<file path="src/rtl/periodic_rate_pkg.sv">
package periodic_rate_pkg;

    localparam int RATE_W  = 4;
    // largest period exponent is (2**RATE_W - 1) - 1
    localparam int MAX_EXP = (1 << RATE_W) - 2;
    // counter wraps on a multiple of the longest period
    localparam int CNT_W   = MAX_EXP + 1;

    typedef struct packed {
        logic [RATE_W-1:0] rate;
        logic              pie;
        logic              sqw;
    } rate_cfg_t;

    typedef struct packed {
        rate_cfg_t  cfg;
        logic       evt;
        logic [1:0] flags;
        logic       sqw_p;
    } gen_state_t;

endpackage

</file>
<file path="src/rtl/periodic_rate_decode.sv">
module periodic_rate_decode
    import periodic_rate_pkg::*;
#(
    parameter int FOLD_MAX = 2,
    parameter int FOLD_ADD = 7
) (
    input  logic [RATE_W-1:0] rate_i,
    output logic [CNT_W-1:0]  mask_o,
    output logic              active_o
);

    localparam int EFF_W = RATE_W + 1;

    logic [EFF_W-1:0] eff_code;
    logic [EFF_W-1:0] exp_val;

    always_comb begin
        eff_code = EFF_W'(rate_i);
        if (rate_i != '0 && int'(rate_i) <= FOLD_MAX) begin
            eff_code = EFF_W'(int'(rate_i) + FOLD_ADD);
        end
        active_o = (rate_i != '0);
        exp_val  = active_o ? (eff_code - EFF_W'(1)) : '0;
    end

    // low exp_val bits of the mask set: period minus one
    for (genvar b = 0; b < CNT_W; b++) begin : g_mask
        assign mask_o[b] = active_o && (int'(exp_val) > b);
    end

endmodule

</file>
<file path="src/rtl/periodic_rate_divider.sv">
module periodic_rate_divider
    import periodic_rate_pkg::*;
(
    input  logic             clk,
    input  logic             rst,
    input  logic             tick_i,
    input  logic [CNT_W-1:0] mask_i,
    output logic             hit_o
);

    logic [CNT_W-1:0] cnt_d, cnt_q;
    logic [CNT_W-1:0] cnt_inc;

    always_comb begin
        cnt_inc = cnt_q + CNT_W'(1);
        cnt_d   = cnt_q;
        if (tick_i) begin
            cnt_d = cnt_inc;
        end
        hit_o = tick_i && ((cnt_inc & mask_i) == '0);
    end

    always_ff @(posedge clk) begin
        if (rst) begin
            cnt_q <= '0;
        end else begin
            cnt_q <= cnt_d;
        end
    end

    AST_CNT_STEP: assert property (@(posedge clk) disable iff (rst)
        tick_i |=> cnt_q == $past(cnt_q) + CNT_W'(1));
    AST_CNT_HOLD: assert property (@(posedge clk) disable iff (rst)
        !tick_i |=> $stable(cnt_q));
    AST_HIT_ALIGNED: assert property (@(posedge clk) disable iff (rst)
        hit_o |=> ((cnt_q & $past(mask_i)) == '0));

endmodule

</file>
<file path="src/rtl/periodic_rate_gen.sv">
module periodic_rate_gen
    import periodic_rate_pkg::*;
#(
    parameter logic [3:0] RESET_RATE = 4'd6
) (
    input  logic       clk,
    input  logic       rst,
    input  logic       tick32_i,
    input  logic       cfg_wr_i,
    input  logic [3:0] rate_i,
    input  logic       pie_en_i,
    input  logic       sqw_en_i,
    output logic       evt_o,
    output logic [1:0] flag_set_o,
    output logic       sqw_pulse_o
);

    gen_state_t       st_d, st_q;
    logic [CNT_W-1:0] mask;
    logic             active;
    logic             hit;
    logic             running;

    periodic_rate_decode #(
        .FOLD_MAX (2),
        .FOLD_ADD (7)
    ) u_decode (
        .rate_i   (st_q.cfg.rate),
        .mask_o   (mask),
        .active_o (active)
    );

    periodic_rate_divider u_div (
        .clk    (clk),
        .rst    (rst),
        .tick_i (tick32_i),
        .mask_i (mask),
        .hit_o  (hit)
    );

    always_comb begin
        st_d    = st_q;
        running = active && (st_q.cfg.pie || st_q.cfg.sqw);
        if (cfg_wr_i) begin
            st_d.cfg.rate = rate_i;
            st_d.cfg.pie  = pie_en_i;
            st_d.cfg.sqw  = sqw_en_i;
        end
        st_d.evt   = hit && running;
        st_d.flags = {2{hit && active && st_q.cfg.pie}};
        st_d.sqw_p = hit && active && st_q.cfg.sqw;
    end

    always_ff @(posedge clk) begin
        if (rst) begin
            st_q.cfg.rate <= RESET_RATE;
            st_q.cfg.pie  <= 1'b0;
            st_q.cfg.sqw  <= 1'b0;
            st_q.evt      <= 1'b0;
            st_q.flags    <= 2'b00;
            st_q.sqw_p    <= 1'b0;
        end else begin
            st_q <= st_d;
        end
    end

    assign evt_o       = st_q.evt;
    assign flag_set_o  = st_q.flags;
    assign sqw_pulse_o = st_q.sqw_p;

    AST_EVT_NEEDS_TICK: assert property (@(posedge clk) disable iff (rst)
        evt_o |-> $past(tick32_i));
    AST_EVT_SINGLE: assert property (@(posedge clk) disable iff (rst)
        evt_o |=> !evt_o);
    AST_CODE0_SILENT: assert property (@(posedge clk) disable iff (rst)
        evt_o |-> ($past(st_q.cfg.rate) != 4'd0));
    AST_FLAGS_NEED_PIE: assert property (@(posedge clk) disable iff (rst)
        (flag_set_o != 2'b00) |-> ($past(st_q.cfg.pie) && evt_o));
    AST_SQW_NEEDS_EN: assert property (@(posedge clk) disable iff (rst)
        sqw_pulse_o |-> ($past(st_q.cfg.sqw) && evt_o));

endmodule

</file>
<file path="config.mk">
export PLATFORM = sky130hd
export DESIGN_NAME = periodic_rate_gen
export DESIGN_NICKNAME = d
export VERILOG_FILES = /design/src/rtl/periodic_rate_pkg.sv /design/src/rtl/periodic_rate_decode.sv /design/src/rtl/periodic_rate_divider.sv /design/src/rtl/periodic_rate_gen.sv
export SDC_FILE = /design/constraint.sdc
export NUM_CORES = 1
export LEC_CHECK = 0
export ABC_AREA = 1
export ABC_CLOCK_PERIOD_IN_PS = 2600
export BUFFER_PORTS_ARGS = -buffer_cell sky130_fd_sc_hd__buf_2
export CAP_MARGIN = 20
export CORE_MARGIN = 8
export CORE_UTILIZATION = 56
export CTS_BUF_LIST = sky130_fd_sc_hd__clkbuf_4 sky130_fd_sc_hd__clkbuf_8
export CTS_CLUSTER_DIAMETER = 200
export DETAILED_ROUTE_END_ITERATION = 16
export PLACE_DENSITY = 0.78
export SETUP_SLACK_MARGIN = 0.3
export SYNTH_ARGS = -nofsm -noshare
export SYNTH_HDL_FRONTEND = slang
export SYNTH_SLANG_ARGS = --single-unit
</file>
<file path="constraint.sdc">
create_clock -name clk -period 2.6 [get_ports clk]
set_clock_uncertainty 0.15 [all_clocks]
set_input_delay 0.52 -clock clk [delete_from_list [all_inputs] [get_ports clk]]
set_output_delay 0.52 -clock clk [all_outputs]
set_load 0.01 [all_outputs]
</file>
==> results_dict.tcl <==
set metrics [dict create \
    cts.sinks 24 \
    routabilityCongestion 0.873 \
    synth.distinct_cells 28 \
    cts_root_buf "clkbuf_4" \
    critPathLaunch "st_q[6]" \
    cts_hold_buf 0 \
    drt-met1-wl_um 1900 \
    max_stage_delay_ps 380 \
    synth_area_per_cell_um2 6.58 \
    drv_cap 0 \
    power_density_mw_per_mm2 498 \
    grt_first_pass_wirelength_um 7650 \
    drt_first_pass_iters 4 \
    coreArea_mm2 0.00278 \
    ys.flop_type "dfxtp_1" \
    dp.final_hpwl_um 2650 \
    tightestPinTransition_ps 509 \
    swShare_pct 34.3 \
    min_to "st_q[8]" \
    grt_max_degree 26 \
    yosysTopAreaCell "dfxtp_1" \
    p_sw_mw 0.354 \
    holdWs_ps 260 \
    num_io_pins 14 \
    synth_area_mm2 0.00165 \
    slowest_stage "dfxtp_2" \
    syn_to_final_growth_pct 25.5 \
    synth_edf_count 0 \
    drtIter0Drc 175 \
    p_leak_nw 1.01 \
    multi_input_area_mm2 0.00109 \
    die_area_mm2 0.00494 \
    drc 0 \
    initial_core_util_pct 59.3 \
    yosys_warnings 0 \
    rows 19 \
    combPwrFrac_pct 32.8 \
    fillers 197 \
    ant_nets 0 \
    drive_above_1_share_pct 29.7 \
    crit_fanout 4 \
    h-tree-depth 1 \
    grt-ovfl-total 0 \
    grt_antenna_before_repair 0 \
    critPathRequiredTime_ps 2750 \
    slew_viol_final 0 \
    die_w_um 70.3 \
    power.internal_mw 0.678 \
    seq_area_um2 485 \
    dr_wl_met3_um 351 \
    final_area_mm2 0.00207 \
    dpl-instance-area_mm2 0.00176 \
    cts_buffer_depth 2 \
    cts_tree "built" \
    path_class "register to register" \
    synth_seq_cells 24 \
    maxSlewHeadroom_pct 65.8 \
    status "finished clean" \
    ff2ff_setup_slack_ps 150 \
    timing.fmax_ghz 0.408 \
    antenna_cells 0 \
    num-nets-final 298 \
    hold_viol 0 \
    startpoint_type "register" \
    cts-buffers-inserted 3 \
    die_h_um 70.3 \
    rr_worst_depth 19 \
    pre_cts_ws_ps 151 \
    postSynth.asyncResetShare_pct 0 \
    wl_met2_um 2210 \
    dp_cells 291 \
    wl_um 4650 \
    hp-class "primary input to register" \
    top_layer_used "met4" \
    worstPathCellList "inv_4 -> ha_4 -> inv_4 -> nand2_4 -> nand3_4 -> nand2_4 -> nand2_4 -> inv_6 -> ha_4 -> xor2_2 -> nand2_2 -> inv_4 -> nor2_4 -> nand2_1 -> nand2_1 -> nand4_1 -> nor2_2 -> nand3_1 -> nand2_1" \
    fin_cells 314 \
    crit-reg2reg-launch "st_q[6]" \
    arrival_ps 2600 \
    clockPowerShare_pct 27.3 \
    tns_ps 0 \
    path_clk_slew_ps 150 \
    num_vias 1803 \
    power_mw 1.03 \
    wire_per_inst_um 14.8 \
    synth-seq-area-share_pct 29.1 \
    synth_commonest_cells "inv_1 (42), nand2_1 (41), nor2_1 (25)" \
    grt_usage_pct 18.6 \
    layout_setup_ws_ps 149 \
    hp-start "rate_i[2]" \
    io_buffers 13 \
    synthMostInstantiatedCell "inv_1" \
    syn_nets 265 \
    grt_setup_unrepaired "true" \
    synth.area.top_cells "dfxtp_1 (29%), inv_1 (9.6%), nand2_1 (9.3%)" \
    seq_power_share_pct 39.9 \
    grt_pass1_vias 1683 \
    fin_crit_ps 2450 \
    setup_viol 0 \
    yosysTopAreaCellShare_pct 29.1 \
    timing.rr.end "evt_o" \
    whs_path_depth 3 \
    fin_util_pct 74.5 \
    synthCells 251 \
    insertion_delay_ps 330 \
    crit_path_end_kind "register" \
    ir_worst_vdd_mv 0.394 \
    via_per_inst 5.74 \
    post-route-period-util_pct 94.3 \
]
## routing by layer
metal / vias to the layer above / global-route usage (%)
met2: 83 / 31.4
met5: - / 0
met1: 831 / 22.0
li1: 866 / -
met4: 0 / 6.25
met3: 23 / 4.94
## how the worst max path moves through the flow
stage	endpoint	slack [ps]	cells past startpoint
2_1_floorplan	evt_o	320	19
3_3_place_gp	evt_o	170	19
3_5_place_dp	evt_o	150	19
4_1_cts	evt_o	260	19
5_1_grt	evt_o	6	21
6_report	evt_o	150	19
## cell usage in the layout, fill, tap and decap left out, types with 2 or more instances in the layout
| master | synthesis | final |
|---|---|---|
| o21ai_0 | 19 | 19 |
| nand3b_1 | 2 | 2 |
| xor2_1 | 10 | 9 |
| ha_4 | 0 | 3 |
| nand4_1 | 5 | 5 |
| inv_2 | 2 | 5 |
| buf_2 | 0 | 13 |
| nor2_4 | 2 | 6 |
| inv_4 | 2 | 5 |
| inv_1 | 42 | 35 |
| nor2_2 | 5 | 3 |
| nor3_1 | 8 | 7 |
| buf_4 | 2 | 20 |
| nand2_4 | 1 | 4 |
| nand2_1 | 41 | 39 |
| nand3_2 | 2 | 5 |
| nand3_4 | 2 | 3 |
| dfxtp_1 | 24 | 22 |
| nor2_1 | 25 | 23 |
| clkbuf_4 | 0 | 3 |
| nand2_2 | 8 | 7 |
| nand3_1 | 16 | 13 |
| a21oi_1 | 19 | 19 |
## cell families after synthesis
logic type,count (synthesis),synth area share (%)
simple gates,117,35.4
buf+inv,53,12.8
compound gates,43,14.3
flops,24,29.1
xor+xnor,10,5.31
fa+ha+maj,4,3.03
## cell type report
| class | instances | area share, % |
|---|---|---|
| clock buffers | 3 | 1.09 |
| clock inverters | 1 | 1.45 |
| inverters | 47 | 9.36 |
| multi-input cells | 175 | 52.4 |
| flip-flops and latches | 24 | 23.4 |
| well taps | 31 | 1.87 |
| repair buffers | 33 | 10.4 |
## registers in the layout (all words and copies together) (netlist names)
register,flops
flag_set_o,1
u_div.cnt_q,15
sqw_pulse_o,1
evt_o,1
st_q,6
## critical path, delay by kind of cell, from the launching register on
family,cells,cell delay (ps)
simple gates,12,1190
flops,1,380
fa+ha+maj,2,330
buf+inv,4,220
xor+xnor,1,150
## timing repair
action | CTS | global route
pin swaps | 22 | 19
setup buffers | 17 | 1
gates cloned | 1 | 0
resized for setup | 21 | 9
setup endpoints to repair | 3 | 3
## power groups by stage
stage	clock network, mW	registers [mW]	logic [mW]
final	0.282	0.411	0.339
after global routing	0.295	0.414	0.368
after CTS	0.282	0.410	0.298
after detailed placement	0	0.418	0.238
after global placement	0	0.417	0.236
after floorplan	0	0.415	0.190
Note: power is estimated with default switching activity, not from simulation.
